File: src/rtl/i2c_rf_pkg.sv
// Shared definitions for the serial configuration register port.
// Assumes: register width is one byte, as the serial protocol transfers bytes.
package i2c_rf_pkg;
    localparam int unsigned REG_W = 8;

    typedef enum logic [3:0] {
        ST_IDLE,
        ST_ADDR,
        ST_ADDR_ACK,
        ST_SUB,
        ST_SUB_ACK,
        ST_WDATA,
        ST_WDATA_ACK,
        ST_RDATA,
        ST_RACK,
        ST_IGNORE
    } rf_state_e;
endpackage

File: src/rtl/i2c_rf_sync.sv
// Brings one asynchronous bus line into the system clock domain and flags its edges.
// Assumes: the line idles high, so the chain resets to ones. STAGES >= 2.
module i2c_rf_sync #(
    parameter int unsigned STAGES = 2
) (
    input  logic clk,
    input  logic rst_n,
    input  logic din,
    output logic level,
    output logic rise,
    output logic fall
);
    logic [STAGES-1:0] chain;
    logic              prev;

    // Shift the raw line through the synchroniser chain.
    always_ff @(posedge clk) begin
        if (!rst_n) chain <= '1;
        else        chain <= {chain[STAGES-2:0], din};
    end

    // Keep the last synchronised level for edge detection.
    always_ff @(posedge clk) begin
        if (!rst_n) prev <= 1'b1;
        else        prev <= chain[STAGES-1];
    end

    assign level = chain[STAGES-1];
    assign rise  = level & ~prev;
    assign fall  = ~level & prev;
endmodule

File: src/rtl/i2c_rf_regbank.sv
// Holds the writable configuration registers plus a constant identification slot.
// Assumes: the top slot (NUM_REGS-1) is read-only; pointers beyond it read as zero.
module i2c_rf_regbank #(
    parameter int unsigned  NUM_REGS = 28,
    parameter logic [7:0]   ID_VALUE = 8'h12
) (
    input  logic                  clk,
    input  logic                  rst_n,
    input  logic                  wr_en,
    input  logic [7:0]            wr_addr,
    input  logic [7:0]            wr_data,
    input  logic [7:0]            rd_addr,
    output logic [7:0]            rd_data,
    output logic [NUM_REGS*8-1:0] cfg_flat
);
    localparam int unsigned IDX_W = $clog2(NUM_REGS);
    localparam logic [7:0]  LAST  = 8'(NUM_REGS - 1);

    logic [7:0] regs [NUM_REGS-1];

    for (genvar g = 0; g < NUM_REGS - 1; g++) begin : g_reg
        // Store a byte when the write port targets this slot.
        always_ff @(posedge clk) begin
            if (!rst_n)                             regs[g] <= 8'h00;
            else if (wr_en && wr_addr == 8'(g))     regs[g] <= wr_data;
        end
        assign cfg_flat[g*8 +: 8] = regs[g];
    end
    assign cfg_flat[NUM_REGS*8-1 -: 8] = ID_VALUE;

    // Select the byte at the read pointer: register, identification or zero.
    always_comb begin
        rd_data = 8'h00;
        if (rd_addr < LAST)       rd_data = regs[rd_addr[IDX_W-1:0]];
        else if (rd_addr == LAST) rd_data = ID_VALUE;
    end
endmodule

File: src/rtl/i2c_rf_engine.sv
// Bus protocol engine: detects START and STOP, matches the device address, loads the
// pointer, moves data bytes with acknowledges and steps the pointer.
// Assumes: synchronised inputs; the enable only changes after a detected SCL fall,
// or when a START or STOP releases the line.
module i2c_rf_engine
    import i2c_rf_pkg::*;
#(
    parameter logic [6:0]  DEV_ADDR = 7'h44,
    parameter int unsigned NUM_REGS = 28
) (
    input  logic       clk,
    input  logic       rst_n,
    input  logic       scl_lvl,
    input  logic       scl_rise,
    input  logic       scl_fall,
    input  logic       sda_lvl,
    input  logic       sda_rise,
    input  logic       sda_fall,
    input  logic [7:0] rd_data,
    output logic       sda_oe,
    output logic       wr_en,
    output logic [7:0] wr_addr,
    output logic [7:0] wr_data,
    output logic [7:0] ptr,
    output logic       ptr_inc,
    output rf_state_e  state
);
    localparam logic [7:0] LAST = 8'(NUM_REGS - 1);

    logic       start_c, stop_c;
    logic [3:0] bitcnt;
    logic [7:0] sh;
    logic [7:0] rd_sh;
    logic       rd_mode;
    logic       mack;
    logic [7:0] ptr_next;

    assign start_c  = sda_fall & scl_lvl;
    assign stop_c   = sda_rise & scl_lvl;
    assign ptr_next = (ptr == LAST) ? 8'h00 : ptr + 8'h01;
    assign ptr_inc  = scl_fall && bitcnt == 4'd8 && !start_c && !stop_c &&
                      (state == ST_WDATA || state == ST_RDATA);

    // Sequence the transfer one bus event at a time.
    always_ff @(posedge clk) begin
        if (!rst_n) begin
            state   <= ST_IDLE;
            bitcnt  <= '0;
            sh      <= '0;
            rd_sh   <= '0;
            rd_mode <= 1'b0;
            mack    <= 1'b0;
            sda_oe  <= 1'b0;
            ptr     <= '0;
            wr_en   <= 1'b0;
            wr_addr <= '0;
            wr_data <= '0;
        end else begin
            wr_en <= 1'b0;
            if (start_c) begin
                state  <= ST_ADDR;
                bitcnt <= '0;
                sda_oe <= 1'b0;
            end else if (stop_c) begin
                state  <= ST_IDLE;
                sda_oe <= 1'b0;
            end else begin
                case (state)
                    ST_ADDR, ST_SUB, ST_WDATA: begin
                        if (scl_rise) begin
                            sh     <= {sh[6:0], sda_lvl};
                            bitcnt <= bitcnt + 4'd1;
                        end else if (scl_fall && bitcnt == 4'd8) begin
                            bitcnt <= '0;
                            if (state == ST_ADDR) begin
                                if (sh[7:1] == DEV_ADDR) begin
                                    rd_mode <= sh[0];
                                    sda_oe  <= 1'b1;
                                    state   <= ST_ADDR_ACK;
                                end else begin
                                    state   <= ST_IGNORE;
                                end
                            end else if (state == ST_SUB) begin
                                ptr    <= sh;
                                sda_oe <= 1'b1;
                                state  <= ST_SUB_ACK;
                            end else begin
                                wr_en   <= (ptr < LAST);
                                wr_addr <= ptr;
                                wr_data <= sh;
                                ptr     <= ptr_next;
                                sda_oe  <= 1'b1;
                                state   <= ST_WDATA_ACK;
                            end
                        end
                    end
                    ST_ADDR_ACK: begin
                        if (scl_fall) begin
                            bitcnt <= '0;
                            if (rd_mode) begin
                                rd_sh  <= rd_data;
                                sda_oe <= ~rd_data[7];
                                state  <= ST_RDATA;
                            end else begin
                                sda_oe <= 1'b0;
                                state  <= ST_SUB;
                            end
                        end
                    end
                    ST_SUB_ACK, ST_WDATA_ACK: begin
                        if (scl_fall) begin
                            sda_oe <= 1'b0;
                            bitcnt <= '0;
                            state  <= ST_WDATA;
                        end
                    end
                    ST_RDATA: begin
                        if (scl_rise) begin
                            bitcnt <= bitcnt + 4'd1;
                        end else if (scl_fall) begin
                            if (bitcnt == 4'd8) begin
                                sda_oe <= 1'b0;
                                ptr    <= ptr_next;
                                bitcnt <= '0;
                                state  <= ST_RACK;
                            end else begin
                                rd_sh  <= {rd_sh[6:0], 1'b0};
                                sda_oe <= ~rd_sh[6];
                            end
                        end
                    end
                    ST_RACK: begin
                        if (scl_rise) begin
                            mack <= ~sda_lvl;
                        end else if (scl_fall) begin
                            if (mack) begin
                                rd_sh  <= rd_data;
                                sda_oe <= ~rd_data[7];
                                bitcnt <= '0;
                                state  <= ST_RDATA;
                            end else begin
                                state  <= ST_IGNORE;
                            end
                        end
                    end
                    default: ;
                endcase
            end
        end
    end
endmodule

File: src/rtl/i2c_cfg_regport.sv
// Top level: synchronisers, protocol engine and register bank of the serial
// configuration port.
// Assumes: clk runs at least twenty times faster than SCL; no clock stretching.
module i2c_cfg_regport
    import i2c_rf_pkg::*;
#(
    parameter logic [6:0]  DEV_ADDR    = 7'h44,
    parameter int unsigned NUM_REGS    = 28,
    parameter logic [7:0]  ID_VALUE    = 8'h12,
    parameter int unsigned SYNC_STAGES = 2
) (
    input  logic                      clk,
    input  logic                      rst_n,
    input  logic                      scl_i,
    input  logic                      sda_i,
    output logic                      sda_oe,
    output logic [NUM_REGS*REG_W-1:0] cfg_flat
);
    logic       scl_lvl, scl_rise, scl_fall;
    logic       sda_lvl, sda_rise, sda_fall;
    logic       wr_en, ptr_inc;
    logic [7:0] wr_addr, wr_data, ptr, rd_data;
    rf_state_e  eng_state;

    i2c_rf_sync #(.STAGES(SYNC_STAGES)) u_scl_sync (
        .clk(clk), .rst_n(rst_n), .din(scl_i),
        .level(scl_lvl), .rise(scl_rise), .fall(scl_fall)
    );

    i2c_rf_sync #(.STAGES(SYNC_STAGES)) u_sda_sync (
        .clk(clk), .rst_n(rst_n), .din(sda_i),
        .level(sda_lvl), .rise(sda_rise), .fall(sda_fall)
    );

    i2c_rf_engine #(.DEV_ADDR(DEV_ADDR), .NUM_REGS(NUM_REGS)) u_engine (
        .clk(clk), .rst_n(rst_n),
        .scl_lvl(scl_lvl), .scl_rise(scl_rise), .scl_fall(scl_fall),
        .sda_lvl(sda_lvl), .sda_rise(sda_rise), .sda_fall(sda_fall),
        .rd_data(rd_data), .sda_oe(sda_oe),
        .wr_en(wr_en), .wr_addr(wr_addr), .wr_data(wr_data),
        .ptr(ptr), .ptr_inc(ptr_inc), .state(eng_state)
    );

    i2c_rf_regbank #(.NUM_REGS(NUM_REGS), .ID_VALUE(ID_VALUE)) u_regbank (
        .clk(clk), .rst_n(rst_n),
        .wr_en(wr_en), .wr_addr(wr_addr), .wr_data(wr_data),
        .rd_addr(ptr), .rd_data(rd_data), .cfg_flat(cfg_flat)
    );
endmodule

File: config.mk
export PLATFORM = sky130hd
export DESIGN_NAME = i2c_cfg_regport
export DESIGN_NICKNAME = d
export VERILOG_FILES = /design/src/rtl/i2c_rf_pkg.sv /design/src/rtl/i2c_rf_sync.sv /design/src/rtl/i2c_rf_regbank.sv /design/src/rtl/i2c_rf_engine.sv /design/src/rtl/i2c_cfg_regport.sv
export SDC_FILE = /design/constraint.sdc
export NUM_CORES = 1
export LEC_CHECK = 0
export BUFFER_PORTS_ARGS = -buffer_cell sky130_fd_sc_hd__clkbuf_2
export CORE_ASPECT_RATIO = 1.2
export CORE_MARGIN = 1.5
export CORE_UTILIZATION = 30
export CTS_BUF_LIST = sky130_fd_sc_hd__clkbuf_16
export CTS_CLUSTER_SIZE = 12
export DETAILED_ROUTE_END_ITERATION = 8
export SYNTH_ARGS = -nofsm -noshare
export SYNTH_HDL_FRONTEND = slang
export SYNTH_SLANG_ARGS = --single-unit
export TNS_END_PERCENT = 1
File: constraint.sdc
create_clock -name clk -period 2.03 [get_ports clk]
set_input_delay 0.5075 -clock clk [delete_from_list [all_inputs] [get_ports clk]]
set_output_delay 0.5075 -clock clk [all_outputs]
set_load 0.01 [all_outputs]
==> metrics.txt, run 1 <==
met3 GRT Util 2.483%; Tot GR Track Use 19.06%; CORE AREA 0.04372 mm2; Buffers on Ports 220; Hold Path End u_scl_sync.chain[0]; fin crit share 99.57%; Seq/Total Area, Yosys 58.31%; Max-Cap Viols 0; Rows 84; setup ws final 0.008803 ns; Yosys cell types 72; met2 usage 33.80%; nets 1388; Final Non-Filler Cells 1963; Max Buffers Root-to-Sink 3; # DRC 0; Placer Congestion 0.9026; via count 9928; Routed Antenna Nets 0; # hold bufs at CTS 0; Syn Area/Cell 12.64 um2; Worst setup SP type flop; Clock Sinks 278; commonest cells after routing, fill and taps aside 220 x clkbuf_2, 218 x and2_1, 216 x edfxtp_1; FMAX 0.4948 GHz; H-tree lvl count 1; area of the multi-input gates 0.005180 mm2; Hold Crit Depth 2; run status finished, final reports clean; DIE WIDTH 194.9 um; FILL cells 4252; RSZ-0062 raised after global routing true; final hold slack 0.1581 ns; M1 GR Usage 23.79%; Most Crowded Layer GR met2; CP Buf/Inv Count 1; mapped cell area 0.01325 mm2; clk root buf clkbuf_16; min-delay worst type in -> reg; nature of the critical path endpoint flop; worst slew pin tran 0.7565 ns; crit path max-delay cell type a211oi_1; DP Cell Count 1899; Die H 233.2 um; P&R area growth vs syn 27.60%; Leakage 6.709 nW; Top FF cell, synth edfxtp_1; first-pass GRT wire length 64.36 mm; WL per Instance 22.81 um; Die ar. 0.04545 mm2; final setup vio count 0; Crit Path Class reg -> reg; critical hold path startpoint scl_i; CTS tree done; routed vias/inst 5.058; asr flop ratio synth 0%; Slew HR 49.26%; router iterations before antenna repair 5; final WL 44.78 mm; vias in the first global route 9761; Clock Latency Late Sink 0.57 ns; reg2reg path depth 6; number of buffers created by CTS 29; grt ovf 0; reg2reg setup slack 0.009 ns; final hold violation count 0; clk_skew 0.01495 ns; CP cell instances buf_12, mux4_2, mux2i_1, a211oi_1, a21oi_1, o2bb2ai_1; most common cell after layout, fill and taps aside clkbuf_2; pwr dens 740.9 mW/mm2; I/O Pins 229; Largest delay share family, worst path compound AO/OA/AOI/OAI gates; Arr. time, crit path 2.53 ns; Yosys warnings 0; Diodes inserted 0; final slew viol count 0; crit path time final 2.021 ns; Starting Density 30.31%; register area 0.007737 mm2; Synth Register Bits 278; RR Endpoint u_engine.rd_sh[6]; largest stage delay on the critical path 0.68 ns; hpwl dp 33.16 mm; share of cells above drive strength 1 34.40%; Clock Pin Slew Worst Setup and Hold Paths 0.06 ns; Worst Path Max Fanout 14; largest net degree at the start of global routing 42; DR iter-0 viols 792; Tot Pwr 12.53 mW; Fin Setup TNS 0 ns; Post-synth EDFFs 216; Worst VDD drop 644.2 uV; initial antenna violation count 0; post-place setup slack -0.1106 ns; Critical Path RT 2.54 ns; Syn Inst Count 1048
cells in the mapped netlist, types with 3 or more instances:
| cell | number | share of area [%] |
|---|---|---|
| and2_1 | 218 | 10 |
| edfxtp_1 | 216 | 49 |
| nor2_1 | 80 | 2.3 |
| dfxtp_1 | 62 | 9.4 |
| mux2i_1 | 61 | 4.6 |
| mux4_2 | 46 | 7.8 |
| o21ai_0 | 44 | 1.7 |
| clkbuf_1 | 40 | 1.1 |
| nand2_1 | 36 | 1.0 |
| nand2b_1 | 21 | 0.99 |
| a21oi_1 | 19 | 0.72 |
| buf_2 | 16 | 0.60 |
| nand3_1 | 15 | 0.57 |
| a211oi_1 | 11 | 0.62 |
| buf_4 | 11 | 0.62 |
| inv_1 | 11 | 0.31 |
| nor2b_1 | 8 | 0.38 |
| nor3_1 | 8 | 0.30 |
| a22oi_1 | 6 | 0.34 |
| mux2_2 | 6 | 0.51 |
| nand3b_1 | 5 | 0.28 |
| nor3b_1 | 5 | 0.28 |
| o211ai_1 | 5 | 0.28 |
| o31ai_1 | 5 | 0.28 |
| a311oi_1 | 4 | 0.26 |
| a31oi_1 | 4 | 0.19 |
| buf_6 | 4 | 0.34 |
| o41ai_1 | 4 | 0.26 |
| or3_1 | 4 | 0.19 |
| or4_1 | 4 | 0.23 |
| a221oi_1 | 3 | 0.20 |
| ha_1 | 3 | 0.28 |
| nand4_1 | 3 | 0.14 |
| nand4b_1 | 3 | 0.20 |
| o2111ai_1 | 3 | 0.20 |
| o211a_1 | 3 | 0.23 |
| o21bai_1 | 3 | 0.17 |
| o2bb2ai_1 | 3 | 0.20 |
| or2_2 | 3 | 0.14 |
how the worst max path moves through the flow:
stage                            end  cells past startpoint                 from
6_report           u_engine.rd_sh[6]                      6                 flop
5_1_grt            u_engine.rd_sh[5]                      7                 flop
4_1_cts           u_engine.bitcnt[3]                      6    u_engine.state[3]
3_5_place_dp       u_engine.rd_sh[5]                      7                 flop
3_3_place_gp       u_engine.rd_sh[0]                      5                 flop
2_1_floorplan  u_regbank.regs[12][0]                      5  u_engine.wr_addr[7]
worst reg2reg max path, stage by stage (launching register included):
cell and delay [ns]:
dfxtp_4 0.39, buf_12 0.17, mux4_2 0.36, mux2i_1 0.11, a211oi_1 0.68, a21oi_1 0.09
o2bb2ai_1 0.16
power by group:
| part | switching, mW | internal (mW) |
|---|---|---|
| logic | 0.446 | 0.301 |
| clock network | 2.27 | 2.95 |
| registers | 0.206 | 6.35 |
| total | 2.93 | 9.60 |
cell families after synthesis:
family | Yosys count | synth area share (%)
buffers and inverters | 86 | 3.125
other | 2 | 0.05667
multiplexers | 113 | 12.94
AO/OA/AOI/OAI | 138 | 6.931
flip-flops | 278 | 58.31
AND/OR/NAND/NOR | 426 | 18.22
adder cells (fa/ha/maj) | 3 | 0.2833
XOR/XNOR | 2 | 0.1322
cell type report:
class,instances,area share [%]
clock buffer,29,4.292
clock inverter,25,1.073
inverter,13,0.2886
multi-input combinational,690,30.63
sequential,278,45.76
tap,559,4.136
timing repair buffer,369,13.82
repair_timing:
item | CTS | global route
gates resized for setup | 3 | 11
setup endpoints to repair | 7 | 31
cloned | 0 | 0
buffers inserted | 4 | 6
pin swaps | 0 | 1
flip-flops by register name, summed over array words and instances (netlist names), 2 cells and up, named ones only:
register	flops
u_regbank.regs	216
u_engine.state	4
u_sda_sync.chain	2
u_engine.ptr	8
u_engine.bitcnt	4
u_engine.sh	8
u_engine.rd_sh	7
u_engine.wr_data	8
u_engine.wr_addr	8
u_scl_sync.chain	2
per-stage QoR:
step                instance area (um2)  util, %
global placement                  15830    36.22
floorplan                         13270        -
CTS                               16810    38.45
global route                      16910    38.67
detailed placement                15830    36.22
finish                            16910    38.67
layer usage:
| metal | wire [um] | up-vias |
|---|---|---|
| met1 | 18410 | 4995 |
| met2 | 22710 | 367 |
| met5 | 0 | - |
| met4 | 1452 | 0 |
| met3 | 2203 | 69 |
| li1 | - | 4497 |
Power figures use the tool's default switching activity.
==> run 2, diff against run 1 <==
- CORE_MARGIN: 1.5 -> 3
- PLACE_DENSITY: unset -> 0.56
==> run 2 against run 1 <==
Against the previous run: register-to-register slack barely moved; worst setup slack worse by 0.0048 ns; die area rose by 2.8%; sequential power is essentially flat; design area grew 0.13%; global-route usage decreased by 0.17 points; largest power group unchanged.
==> metrics.txt, run 2 (synthesized netlist as in run 1, its figures left out) <==
DIE WIDTH 197.9 um; WL per Instance 23.37 um; Hold Path End u_scl_sync.chain[0]; grt ovf 0; Leakage 6.645 nW; run status finished, final reports clean; clk root buf clkbuf_16; Max Buffers Root-to-Sink 3; number of buffers created by CTS 31; final slew viol count 0; Fin Setup TNS 0 ns; CORE AREA 0.04320 mm2; via count 9841; RR Startpoint u_engine.wr_addr[7]; commonest cells after routing, fill and taps aside 220 x clkbuf_2, 218 x and2_1, 216 x edfxtp_1; most common cell after layout, fill and taps aside clkbuf_2; crit path time final 2.026 ns; Critical Path RT 2.47 ns; P&R area growth vs syn 27.76%; Top reg by flops u_regbank.regs; worst slew pin tran 0.7509 ns; FMAX 0.4936 GHz; Diodes inserted 0; max reg flops 216; first-pass GRT wire length 65.94 mm; Tot GR Track Use 18.89%; min-delay worst type in -> reg; CTS tree done; nature of the critical path endpoint flop; Rows 83; RSZ-0062 raised after global routing true; final WL 45.39 mm; Clock Pin Slew Worst Setup and Hold Paths 0.06 ns; Worst VDD drop 601.3 uV; Buffers on Ports 220; Most Crowded Layer GR met2; # DRC 0; Final Non-Filler Cells 1942; critical hold path startpoint scl_i; Max-Cap Viols 0; router iterations before antenna repair 5; met3 GRT Util 2.771%; final setup vio count 0; Starting Density 30.67%; Crit Path Class reg -> reg; largest net degree at the start of global routing 29; Placer Congestion 0.8743; reg2reg setup slack 0.004 ns; vias in the first global route 9750; Slew HR 49.87%; Routed Antenna Nets 0; share of cells above drive strength 1 34.75%; RR Endpoint u_regbank.regs[13][7]; M1 GR Usage 24.67%; Arr. time, crit path 2.46 ns; FILL cells 4189; met2 usage 32.47%; Hold Crit Depth 2; pwr dens 757.3 mW/mm2; nets 1372; I/O Pins 229; Clock Latency Late Sink 0.58 ns; reg2reg path depth 6; initial antenna violation count 0; # hold bufs at CTS 0; H-tree lvl count 1; Die H 236.2 um; final hold violation count 0; Worst Path Max Fanout 8; DP Cell Count 1880; routed vias/inst 5.067; Clock Sinks 278; clk_skew 0.01120 ns; hpwl dp 34.06 mm; Die ar. 0.04674 mm2; fin crit share 99.80%; DR iter-0 viols 910; Worst setup SP type flop
-- run 2: area by class of cell --
class | instances | area [um2] | area share (%)
Inverter | 13 | 48.80 | 0.2882
Multi-Input combinational cell | 690 | 5235 | 30.92
Tap cell | 552 | 690.7 | 4.080
Clock inverter | 26 | 195.2 | 1.153
Clock buffer | 32 | 800.8 | 4.730
Timing Repair Buffer | 351 | 2225 | 13.14
Sequential cell | 278 | 7735 | 45.69
-- run 2: worst max path at each step --
stage,start,to,slack [ns],cells after the start
6_report,u_engine.wr_addr[7],u_regbank.regs[13][7],0.004,6
5_1_grt,u_engine.wr_addr[7],u_regbank.regs[13][4],-0.18,6
4_1_cts,flop,u_engine.rd_sh[6],0.009,7
3_5_place_dp,flop,u_engine.rd_sh[6],-0.13,7
3_3_place_gp,flop,u_engine.rd_sh[1],-0.11,6
2_1_floorplan,u_engine.wr_addr[7],u_regbank.regs[12][0],0.02,5
-- run 2: stage by stage --
| stage | setup slack [ns] | hold WS [ns] | instance area, um2 | util (%) | power (mW) |
|---|---|---|---|---|---|
| finish | 0.003967 | 0.1249 | 16930 | 39.19 | 12.82 |
| global route | -0.1791 | 0.1206 | 16930 | 39.19 | 13.22 |
| CTS | 0.008800 | 0.1006 | 16810 | 38.91 | 12.93 |
| detailed placement | -0.1341 | 0.3987 | 15770 | 36.51 | 7.425 |
| global placement | -0.1120 | 0.3972 | 15770 | 36.51 | 7.424 |
| floorplan | 0.02227 | 0.3863 | 13270 | - | 6.924 |
-- run 2: timing repair --
action                                  4_1_cts  5_1_grt
endpoints found under the setup margin       14       94
pin swaps                                     1        7
gates resized for setup                       1       31
setup buffers                                 4        0
-- run 2: where the power goes --
part           switching (mW)  internal (mW)
Clock                    2.30           3.21
Combinational           0.455          0.305
Sequential              0.199           6.35
Total                    2.95           9.87
-- run 2: worst max-delay path, stage by stage, from the launching register on --
cell and delay [ns]:
dfxtp_1 0.31, nor2_1 0.12, nor4bb_1 0.24, buf_4 0.21
nand4_1 0.19, nor2_1 0.59, and2_1 0.23
-- run 2: metal layers --
metal,routed length (um),vias up
met5,0,-
met4,1260,0
met3,2489,62
met2,22850,348
met1,18790,4963
li1,-,4468
